--- config.mk ---
export PLATFORM = sky130hd
export DESIGN_NAME = dpt_top
export DESIGN_NICKNAME = d
export VERILOG_FILES = /design/src/rtl/dpt_pkg.sv /design/src/rtl/dpt_trig_sync.sv /design/src/rtl/dpt_cmp_regs.sv /design/src/rtl/dpt_irq_flags.sv /design/src/rtl/dpt_core.sv /design/src/rtl/dpt_top.sv
export SDC_FILE = /design/constraint.sdc
export NUM_CORES = 1
export LEC_CHECK = 0
export CORE_MARGIN = 2
export CORE_UTILIZATION = 52
export DETAILED_ROUTE_END_ITERATION = 16
export PLACE_DENSITY = 0.85
export RECOVER_POWER = 50
export SKIP_LAST_GASP = 1
export SLEW_MARGIN = 20
export SYNTH_ARGS = -nofsm -noshare
export SYNTH_HDL_FRONTEND = slang
export SYNTH_SLANG_ARGS = --single-unit
--- constraint.sdc ---
create_clock -name clk -period 6.7 [get_ports clk]
set_clock_uncertainty 0.2 [all_clocks]
set_input_delay 1.005 -clock clk [delete_from_list [all_inputs] [get_ports clk]]
set_output_delay 1.005 -clock clk [all_outputs]
set_load 0.005 [all_outputs]
--- src/rtl/dpt_pkg.sv ---
package dpt_pkg;
    localparam int unsigned DPT_CNT_W   = 10;
    localparam int unsigned DPT_SYNC_N  = 2;
    localparam int unsigned DPT_NUM_CMP = 2;
    localparam int unsigned DPT_IDX_A   = 0;
    localparam int unsigned DPT_IDX_B   = 1;
endpackage

--- src/rtl/dpt_trig_sync.sv ---
module dpt_trig_sync #(
    parameter int unsigned STAGES = dpt_pkg::DPT_SYNC_N
) (
    input  logic clk,
    input  logic rst_n,
    input  logic trig_async,
    output logic trig_rise
);
    localparam int unsigned CHAIN_W = STAGES + 1;

    logic [CHAIN_W-1:0] chain_d, chain_q;

    always_comb begin
        chain_d = {chain_q[CHAIN_W-2:0], trig_async};
    end

    always_ff @(posedge clk or negedge rst_n) begin
        if (!rst_n) chain_q <= '0;
        else        chain_q <= chain_d;
    end

    assign trig_rise = chain_q[STAGES-1] & ~chain_q[STAGES];

    // a detected edge lasts exactly one cycle
    a_r3_single_edge: assert property (@(posedge clk) disable iff (!rst_n)
        trig_rise |=> !trig_rise);
endmodule

--- src/rtl/dpt_cmp_regs.sv ---
module dpt_cmp_regs #(
    parameter int unsigned CNT_W = dpt_pkg::DPT_CNT_W,
    parameter int unsigned NUM   = dpt_pkg::DPT_NUM_CMP,
    localparam int unsigned SEL_W = (NUM > 1) ? $clog2(NUM) : 1
) (
    input  logic                       clk,
    input  logic                       rst_n,
    input  logic                       we,
    input  logic [SEL_W-1:0]           sel,
    input  logic [CNT_W-1:0]           wdata,
    output logic [NUM-1:0][CNT_W-1:0]  value
);
    logic [NUM-1:0][CNT_W-1:0] val_d, val_q;

    for (genvar i = 0; i < NUM; i++) begin : g_reg
        always_comb begin
            val_d[i] = val_q[i];
            if (we && (sel == SEL_W'(i))) val_d[i] = wdata;
        end

        always_ff @(posedge clk or negedge rst_n) begin
            if (!rst_n) val_q[i] <= '0;
            else        val_q[i] <= val_d[i];
        end

        // a register moves only when written through its own select
        a_r10_write_only: assert property (@(posedge clk) disable iff (!rst_n)
            !(we && sel == SEL_W'(i)) |=> $stable(val_q[i]));
    end

    assign value = val_q;
endmodule

--- src/rtl/dpt_irq_flags.sv ---
module dpt_irq_flags #(
    parameter int unsigned NUM = dpt_pkg::DPT_NUM_CMP
) (
    input  logic           clk,
    input  logic           rst_n,
    input  logic [NUM-1:0] hit,
    input  logic [NUM-1:0] clr,
    output logic [NUM-1:0] flag
);
    logic [NUM-1:0] flag_d, flag_q;

    for (genvar i = 0; i < NUM; i++) begin : g_flag
        always_comb begin
            flag_d[i] = hit[i] | (flag_q[i] & ~clr[i]);
        end

        always_ff @(posedge clk or negedge rst_n) begin
            if (!rst_n) flag_q[i] <= 1'b0;
            else        flag_q[i] <= flag_d[i];
        end

        // sticky until cleared
        a_r8_sticky: assert property (@(posedge clk) disable iff (!rst_n)
            (flag_q[i] && !clr[i]) |=> flag_q[i]);
        // a match always lands in the flag
        a_r8_hit_sets: assert property (@(posedge clk) disable iff (!rst_n)
            hit[i] |=> flag_q[i]);
    end

    assign flag = flag_q;
endmodule

--- src/rtl/dpt_core.sv ---
module dpt_core #(
    parameter int unsigned CNT_W = dpt_pkg::DPT_CNT_W
) (
    input  logic             clk,
    input  logic             rst_n,
    input  logic             start_req,
    input  logic             stop_req,
    input  logic [CNT_W-1:0] cmp_a,
    input  logic [CNT_W-1:0] cmp_b,
    output logic             running,
    output logic [CNT_W-1:0] count,
    output logic             out_a,
    output logic             out_b,
    output logic             hit_a,
    output logic             hit_b
);
    typedef struct packed {
        logic             run;
        logic [CNT_W-1:0] cnt;
        logic             pa;
        logic             pb;
        logic             b_seen;
    } core_t;

    core_t st_d, st_q;
    logic [CNT_W-1:0] cnt_inc;
    logic             b_allowed;

    always_comb begin
        st_d      = st_q;
        hit_a     = 1'b0;
        hit_b     = 1'b0;
        cnt_inc   = st_q.cnt + CNT_W'(1);
        b_allowed = (cmp_b < cmp_a);
        if (!st_q.run) begin
            if (start_req) begin
                st_d.run    = 1'b1;
                st_d.cnt    = '0;
                st_d.pa     = 1'b1;
                st_d.pb     = b_allowed && (cmp_b == '0);
                st_d.b_seen = st_d.pb;
                hit_b       = st_d.pb;
            end
        end else begin
            st_d.cnt = cnt_inc;
            hit_a    = (cnt_inc == cmp_a);
            if (hit_a || stop_req) begin
                st_d.run = 1'b0;
                st_d.pa  = 1'b0;
                st_d.pb  = 1'b0;
            end else if (!st_q.b_seen && b_allowed && (cnt_inc == cmp_b)) begin
                st_d.pb     = 1'b1;
                st_d.b_seen = 1'b1;
                hit_b       = 1'b1;
            end
        end
    end

    always_ff @(posedge clk or negedge rst_n) begin
        if (!rst_n) st_q <= '0;
        else        st_q <= st_d;
    end

    assign running = st_q.run;
    assign count   = st_q.cnt;
    assign out_a   = st_q.pa;
    assign out_b   = st_q.pb;

    // a new shot begins at zero with output A high
    a_r2_start_state: assert property (@(posedge clk) disable iff (!rst_n)
        $rose(running) |-> (out_a && count == '0));
    // one step per running cycle
    a_r4_count_step: assert property (@(posedge clk) disable iff (!rst_n)
        running |=> (count == CNT_W'($past(count) + CNT_W'(1))));
    // idle count holds when no start is asked for
    a_r4_count_hold: assert property (@(posedge clk) disable iff (!rst_n)
        (!running && !start_req) |=> $stable(count));
    // end of a shot drops both outputs
    a_r5_stop_clear: assert property (@(posedge clk) disable iff (!rst_n)
        $fell(running) |-> (!out_a && !out_b));
    // output B lives inside output A
    a_r6_b_within_a: assert property (@(posedge clk) disable iff (!rst_n)
        out_b |-> out_a);
    // output B rises only when compare B was below compare A
    a_r9_b_blocked: assert property (@(posedge clk) disable iff (!rst_n)
        $rose(out_b) |-> ($past(cmp_b) < $past(cmp_a)));
endmodule

--- src/rtl/dpt_top.sv ---
module dpt_top #(
    parameter int unsigned CNT_W = dpt_pkg::DPT_CNT_W
) (
    input  logic             clk,
    input  logic             rst_n,
    input  logic             run_set,
    input  logic             run_clr,
    input  logic             trig_in,
    input  logic             cmp_we,
    input  logic             cmp_sel,
    input  logic [CNT_W-1:0] cmp_wdata,
    input  logic [1:0]       irq_clr,
    output logic             running,
    output logic [CNT_W-1:0] count,
    output logic             out_a,
    output logic             out_b,
    output logic             irq_a,
    output logic             irq_b
);
    import dpt_pkg::*;

    logic                              trig_rise;
    logic [DPT_NUM_CMP-1:0][CNT_W-1:0] cmp_val;
    logic                              hit_a, hit_b;
    logic [DPT_NUM_CMP-1:0]            flags;
    logic                              start_req;

    dpt_trig_sync #(.STAGES(DPT_SYNC_N)) u_sync (
        .clk        (clk),
        .rst_n      (rst_n),
        .trig_async (trig_in),
        .trig_rise  (trig_rise)
    );

    dpt_cmp_regs #(.CNT_W(CNT_W), .NUM(DPT_NUM_CMP)) u_cmp (
        .clk   (clk),
        .rst_n (rst_n),
        .we    (cmp_we),
        .sel   (cmp_sel),
        .wdata (cmp_wdata),
        .value (cmp_val)
    );

    assign start_req = run_set | trig_rise;

    dpt_core #(.CNT_W(CNT_W)) u_core (
        .clk       (clk),
        .rst_n     (rst_n),
        .start_req (start_req),
        .stop_req  (run_clr),
        .cmp_a     (cmp_val[DPT_IDX_A]),
        .cmp_b     (cmp_val[DPT_IDX_B]),
        .running   (running),
        .count     (count),
        .out_a     (out_a),
        .out_b     (out_b),
        .hit_a     (hit_a),
        .hit_b     (hit_b)
    );

    dpt_irq_flags #(.NUM(DPT_NUM_CMP)) u_irq (
        .clk   (clk),
        .rst_n (rst_n),
        .hit   ({hit_b, hit_a}),
        .clr   (irq_clr),
        .flag  (flags)
    );

    assign irq_a = flags[DPT_IDX_A];
    assign irq_b = flags[DPT_IDX_B];

    // a trigger edge during a shot leaves the run bit set
    a_r3_trig_ignored: assert property (@(posedge clk) disable iff (!rst_n)
        (running && trig_rise && !run_clr && !hit_a) |=> running);
endmodule

==> metrics.md, run 1 <==
| Metric | Value |
|---|---|
| Final Worst Setup Slack | `3.74 ns` |
| Status | `finished, violations left` |
| CP Launch Type | `register` |
| Placement Setup Slack | `4.05 ns` |
| Footprint of the multi-input gates | `0.00123 mm²` |
| Critical path class | `reg -> out` |
| Yosys top cell area share | `40.3%` |
| Placer congestion estimate | `0.946` |
| Min Clock Period, post-route | `2.96 ns` |
| Die Area | `0.00522 mm²` |
| Final Hold Fails | `0` |
| First-pass GRT wire length | `8.17 mm` |
| Starting Density | `54.8%` |
| Vias per cell | `5.46` |
| Commonest non-fill, non-tap cells in the layout | `39 x dfrtp_1, 30 x clkdlybuf4s50_1, 29 x nand2_1` |
| Tcrit/Tclk final | `44.1%` |
| Power Density | `249 mW/mm²` |
| Total of flip-flops plus latches after synthesis | `39` |
| Net Count, Synth | `266` |
| Input/output buffers | `33` |
| Max cap viols | `1` |
| Hold slack | `0.159 ns` |
| Leakage | `1.18 nW` |
| Setup bufs post-CTS | `0` |
| Core Area | `0.00441 mm²` |
| Vias | `1688` |
| Syn avg cell area | `10.2 µm²` |
| Clk root buf | `clkbuf_8` |
| Worst path required time | `5.49 ns` |
| Buf+Inv Stages, Crit Path | `1` |
| H-tree depth | `2` |
| Vias in the first global route | `1670` |
| Die X | `72.2 µm` |
| Worst-Margin Slew | `2.02 ns` |
| Crit path max-delay family | `flip-flops` |
| Routed Antenna Nets | `0` |
| Synth Warn # | `0` |
| CP endpoint kind | `output port` |
| Maximum fanout along the worst path | `24` |
| Worst R2R Setup Slack | `4.03 ns` |
| Initial antenna violation count | `0` |
| Commonest non-fill, non-tap cell in the layout | `dfrtp_1` |
| Min-delay worst type | `reg -> reg` |
| Iter 0 DRT Violations | `114` |
| Cells after DPL | `301` |
| Setup TNS | `0 ns` |
| Worst path cell trace | `clkdlybuf4s50_1` |
| Hold_sp | `u_sync.chain_q[0]$_DFF_PN0_` |
| Clk_lat worst skew | `0.29 ns` |
| Fmax | `0.338 GHz` |
| CP max stage delay | `0.83 ns` |
| Total wire length | `4.55 mm` |
| Endpoint, Worst Hold | `u_sync.chain_q[1]$_DFF_PN0_` |
| All-Layer GR Usage | `20.2%` |
| Hold Path Depth | `0` |
| Sequential fraction of the synthesis area | `40.3%` |
| Slowest-stage cell, CP | `dfrtp_1` |
| Post-synth EDFFs | `0` |
| Synthesized area | `0.00242 mm²` |
| Layout area overhead | `13.9%` |
| Failing checks | `capacitance limit, slew limit` |
| Cts hold-fix bufs | `0` |
| Routed wire per std cell | `14.7 µm` |
| Final nets | `285` |
| Async SR Flop Fraction | `100%` |
| RR Endpoint | `u_core.out_b$_DFFE_PN0P_` |
| Relative slew slack | `-34.5%` |
| Synth Instances | `237` |
| Post-cts repair resize count | `0` |
| Remaining global-route overflow | `0` |
| Post-synthesis cell type count | `50` |
| Ranking of synthesized cells by area | `dfrtp_1 40%, xnor2_1 5.4%, ha_1 5.2%, mux2_2 5.1%, nand2_1 4.5%` |
| Antenna diodes | `0` |
| # fillers | `375` |
| IO Pins | `34` |
| Largest net degree at the start of global routing | `40` |
| Share of post-route cells with drive strength above 1 | `11.3%` |
| Clock-pin slew on the worst setup and hold paths | `0.07 ns` |
| DRC violations left | `0` |
| Worst path arrival time | `1.75 ns` |
| CTS tree | `done` |
| Worst r2r src | `u_core.count[0]$_DFFE_PN0N_` |
| Post-DP HPWL | `3.43 mm` |
| Clock sink count | `39` |
| Cell Rows | `24` |
| Number of setup violations in the final report | `0` |
| Top cell type by total area after synthesis | `dfrtp_1` |
| Final Slew Violations | `40` |
| CTS max path bufs | `2` |
| DR pass1 iterations | `4` |
| Most used DFF post-synth | `dfrtp_1` |
| Die Height | `72.2 µm` |
| Sequential standard cell area | `976 µm²` |
| RSZ-0062 raised after global routing | `false` |
| R2R cell count | `8` |
| CTS Buf Count | `5` |
| Worst IR Drop VDD | `0.138 mV` |
| Non-Filler Instances | `309` |
==> flip-flops by register name, indices dropped and copies added (netlist names) <==
signal	flops
u_cmp.value	20
u_core.count	10
u_core.out_a	1
u_core.out_b	1
u_core.running	1
u_core.st_q	1
u_irq.flag	2
u_sync.chain_q	3
==> cell type report <==
type                       count  share of cell area [%]
multi-input combinational    162                    44.7
tap                           52                    2.36
sequential                    39                    35.4
inverter                      13                    1.77
clock buffer                   8                    3.63
timing repair buffer          35                    12.2
==> per-stage QoR <==
stage,util (%),power (mW),instance area (µm²)
floorplan,-,0.470,2420
global placement,60.3,0.514,2660
detailed placement,60.3,0.520,2660
CTS,62.6,0.693,2760
global route,62.5,0.733,2760
finish,62.5,0.686,2760
==> how the worst max path moves through the flow <==
stage	endpoint	slack, ns	cells past startpoint	startpoint
2_1_floorplan	u_irq.flag[1]$_DFF_PN0_	4.43	9	u_core.count[1]$_DFFE_PN0N_
3_3_place_gp	running	4.09	1	u_core.running$_DFF_PN0_
3_5_place_dp	u_irq.flag[1]$_DFF_PN0_	4.05	8	u_core.count[0]$_DFFE_PN0N_
4_1_cts	running	3.74	1	u_core.running$_DFF_PN0_
5_1_grt	u_cmp.value[7]$_DFFE_PN0P_	3.59	1	rst_n
6_report	running	3.74	1	u_core.running$_DFF_PN0_
==> report_power, final <==
group	switching, mW	internal, mW
Sequential	0.0493	0.264
Clock	0.0784	0.0939
Combinational	0.0859	0.115
==> metal layers <==
layer | track usage [%] | share of wire [%] | up-vias
met5 | 0 | 0 | -
met4 | 6.29 | 0.97 | 0
met3 | 4.31 | 4.0 | 4
met2 | 31.7 | 45 | 37
met1 | 28.1 | 50 | 801
li1 | - | - | 846
==> cell usage after synthesis, types with 2 or more instances <==
| master | count |
|---|---|
| xnor2_1 | 15 |
| nand3_1 | 5 |
| and3_2 | 2 |
| xnor3_1 | 2 |
| inv_1 | 13 |
| nor2b_1 | 4 |
| nor3_1 | 2 |
| xor2_1 | 11 |
| mux2_2 | 11 |
| nor4_1 | 3 |
| o21a_1 | 2 |
| clkbuf_1 | 4 |
| ha_1 | 10 |
| nor2_1 | 5 |
| o21ai_0 | 18 |
| buf_4 | 11 |
| o211ai_1 | 2 |
| nand2_1 | 29 |
| o2111ai_1 | 3 |
| mux2i_1 | 6 |
| dfrtp_1 | 39 |
| buf_6 | 2 |
| buf_2 | 3 |
| nor3_2 | 2 |
| nand4_1 | 3 |
| a21oi_1 | 6 |
==> cells by family after synthesis <==
family,share of synthesized area [%]
multiplexers,7.60
XOR/XNOR,12.9
adder cells (fa/ha/maj),5.17
AO/OA/AOI/OAI,9.82
buffers and inverters,8.78
flip-flops,40.3
AND/OR/NAND/NOR,15.4
No activity file was read; power rests on OpenSTA's default activity.
==> run 2, diff against run 1 <==
--- a/config.mk
+++ b/config.mk
@@ -6,9 +6,9 @@
 export NUM_CORES = 1
 export LEC_CHECK = 0
 export CORE_MARGIN = 2
-export CORE_UTILIZATION = 52
+export CORE_UTILIZATION = 49
 export DETAILED_ROUTE_END_ITERATION = 16
-export PLACE_DENSITY = 0.85
+export PLACE_DENSITY = 0.84
 export RECOVER_POWER = 50
 export SKIP_LAST_GASP = 1
 export SLEW_MARGIN = 20
==> constraint.sdc (replaced) <==
create_clock -name clk -period 2.5 [get_ports clk]
set_clock_uncertainty 0.2 [all_clocks]
set_input_delay 0.375 -clock clk [delete_from_list [all_inputs] [get_ports clk]]
set_output_delay 0.375 -clock clk [all_outputs]
set_load 0.005 [all_outputs]
==> run 2 against run 1 <==
The run now ends clean. Global-route usage increased by 0.93 points. Die area increased by 5.8%. Critical path depth is 7 higher. Clock-buffer cell count unchanged. Sequential power grew to 2.5 times the previous value. Total power grew to 2.8 times the previous value. Clock power grew to 2.7 times the previous value. Flip-flop and latch count stayed put. Non-clock buffer count is 4 higher. Via count rose by 5.1%. Worst hold slack worse by 0.14 ns. Wire length up 9.0%. Largest power group unchanged.
==> metrics.md, run 2 (synthesis gave the netlist of run 1 again) <==
| Metric | Value |
|---|---|
| Final Power | `1.90 mW (+180%)` |
| Sw Pwr | `0.608 mW (+180%)` |
| Max reg flops | `20 (unchanged)` |
| Slowest-stage cell, CP | `dfrtp_1` |
| Cell Rows | `25 (+4.2%)` |
| Core Area | `0.00475 mm² (+7.7%)` |
| Comb pwr share | `33.6% (+4.4 points)` |
| Worst-Margin Slew | `0.961 ns (-1.06 ns)` |
| Total wire length | `4.96 mm (+9.0%)` |
| Relative slew slack | `36.0% (+70 points)` |
| CP endpoint kind | `register` |
| Commonest non-fill, non-tap cell in the layout | `dfrtp_1` |
| Worst R2R Setup Slack | `0.1 ns (-3.93 ns)` |
| Routed wire per std cell | `15.1 µm (+2.7%)` |
| Worst IR Drop VDD | `0.398 mV (+190%)` |
| Clk_lat worst skew | `0.29 ns (about the same)` |
| Iter 0 DRT Violations | `124 (+8.8%)` |
| Post-cts repair resize count | `0 (unchanged)` |
| Tcrit/Tclk final | `96.1%` |
| Starting Density | `50.9% (-3.9 points)` |
| Die Area | `0.00552 mm² (+5.8%)` |
| Antenna diodes | `0 (unchanged)` |
| First-pass GRT wire length | `8.67 mm (+6.2%)` |
| Routed Antenna Nets | `0 (unchanged)` |
| Status | `finished clean` |
| Switch share | `31.9% (+0.82 points)` |
| DR pass1 iterations | `4 (unchanged)` |
| Placement Setup Slack | `0.0645 ns (-3.98 ns)` |
| Remaining global-route overflow | `0 (unchanged)` |
| Leakage | `1.21 nW (+2.1%)` |
| Min-delay worst type | `in -> async` |
| Worst path required time | `2.53 ns (-2.96 ns)` |
| Maximum fanout along the worst path | `4 (-83%)` |
| All-Layer GR Usage | `21.1% (+0.93 points)` |
| Vias per cell | `5.41 (-0.99%)` |
| Final nets | `289 (+1.4%)` |
| Die X | `74.3 µm (+2.8%)` |
| Input/output buffers | `33 (unchanged)` |
| Worst setup path endpoint | `u_core.st_q[0]$_DFFE_PN0P_` |
| H-tree depth | `2 (unchanged)` |
| CP max stage delay | `0.43 ns (-0.40 ns)` |
| CTS max path bufs | `2 (unchanged)` |
| Worst setup path startpoint | `u_cmp.value[11]$_DFFE_PN0P_` |
| DRC violations left | `0 (unchanged)` |
| Fmax | `0.416 GHz` |
| R2R cell count | `8 (unchanged)` |
| Initial antenna violation count | `0 (unchanged)` |
| Final Worst Setup Slack | `0.0965 ns (-3.65 ns)` |
| Share of post-route cells with drive strength above 1 | `14.6% (+3.3 points)` |
| CTS Buf Count | `5 (unchanged)` |
| Layout area overhead | `16.6%` |
| Min Clock Period, post-route | `2.40 ns` |
| IO Pins | `34 (unchanged)` |
| Cts hold-fix bufs | `0 (unchanged)` |
| Worst path cell trace | `ha_1 > or3b_1 > o2111ai_1 > a31oi_1 > o32a_1 > nor4_4 > nand2_1 > nand3b_1` |
| Vias | `1774 (+5.1%)` |
| Largest net degree at the start of global routing | `40 (unchanged)` |
| Placer congestion estimate | `0.925 (-2.3%)` |
| Post-DP HPWL | `3.75 mm (+9.4%)` |
| Worst r2r src | `u_cmp.value[11]$_DFFE_PN0P_` |
| Vias in the first global route | `1783 (+6.8%)` |
| Worst path arrival time | `2.43 ns (+0.68 ns)` |
| Setup bufs post-CTS | `0 (unchanged)` |
| Clk root buf | `clkbuf_8` |
| Clock-pin slew on the worst setup and hold paths | `0.07 ns (about the same)` |
| RR Endpoint | `u_core.st_q[0]$_DFFE_PN0P_` |
| Max cap viols | `0 (-1)` |
| Clk pwr share | `24.4% (-0.7 points)` |
| Final Slew Violations | `0 (-100%)` |
| Reg power frac | `42.0% (-3.7 points)` |
| Final Hold Fails | `0 (unchanged)` |
| Die Height | `74.3 µm (+2.8%)` |
| Internal power | `1.30 mW (+170%)` |
| Power Density | `674 mW/mm² (+170%)` |
| Number of setup violations in the final report | `0 (unchanged)` |
| CTS tree | `done` |
| Critical path class | `reg -> reg` |
| CP Launch Type | `register` |
| Clock sink count | `39 (unchanged)` |
| Commonest non-fill, non-tap cells in the layout | `38 x dfrtp_1, 29 x nand2_1, 29 x clkdlybuf4s50_1` |
[run 2: worst min-delay path by stage]
stage | from | end | depth (start not counted)
2_1_floorplan | rst_n | u_cmp.value[0]$_DFFE_PN0P_ | 0
5_1_grt | rst_n | u_core.count[3]$_DFFE_PN0N_ | 1
6_report | rst_n | u_core.count[3]$_DFFE_PN0N_ | 1
4_1_cts | rst_n | u_core.count[3]$_DFFE_PN0N_ | 1
3_5_place_dp | u_sync.chain_q[0]$_DFF_PN0_ | u_sync.chain_q[1]$_DFF_PN0_ | 0
3_3_place_gp | u_sync.chain_q[0]$_DFF_PN0_ | u_sync.chain_q[1]$_DFF_PN0_ | 0
[run 2: stage by stage]
step | instance area, µm² | cells | setup TNS, ns | util (%) | hold slack, ns
after floorplan | 2420 | 237 | 0 | - | -0.121
after CTS | 2810 | 328 | 0 | 59.1 | 0.0190
after global placement | 2710 | 320 | 0 | 57.0 | 0.133
final | 2820 | 328 | 0 | 59.4 | 0.0218
after detailed placement | 2710 | 320 | 0 | 57.0 | 0.136
after global routing | 2820 | 328 | -0.0266 | 59.4 | 0.104
[run 2: layer usage]
metal	part of all wire (%)	global-route usage, %
met5	0	0
met4	2.9	10.3
met3	4.2	4.20
met2	47	32.4
met1	46	28.7
[run 2: final cells by class]
type,count,area (µm²)
Timing Repair Buffer,39,363
Fill cell,437,1930
Inverter,13,48.8
Sequential cell,39,977
Multi-Input combinational cell,162,1250
Clock buffer,8,100
Tap cell,67,83.8
[run 2: worst max-delay path: cells and delay by family (launching register included)]
kind	cells	cell delay (ns)
fa+ha+maj	1	0.23
simple gates	4	0.79
flops	1	0.43
compound gates	3	0.69
[run 2: power by group through the flow]
| stage | clock network, mW | registers (mW) | logic [mW] |
|---|---|---|---|
| detailed placement | 0 | 0.809 | 0.638 |
| global route | 0.510 | 0.812 | 0.722 |
| global placement | 0 | 0.798 | 0.619 |
| finish | 0.465 | 0.799 | 0.640 |
| floorplan | 0 | 0.779 | 0.480 |
| CTS | 0.479 | 0.796 | 0.640 |
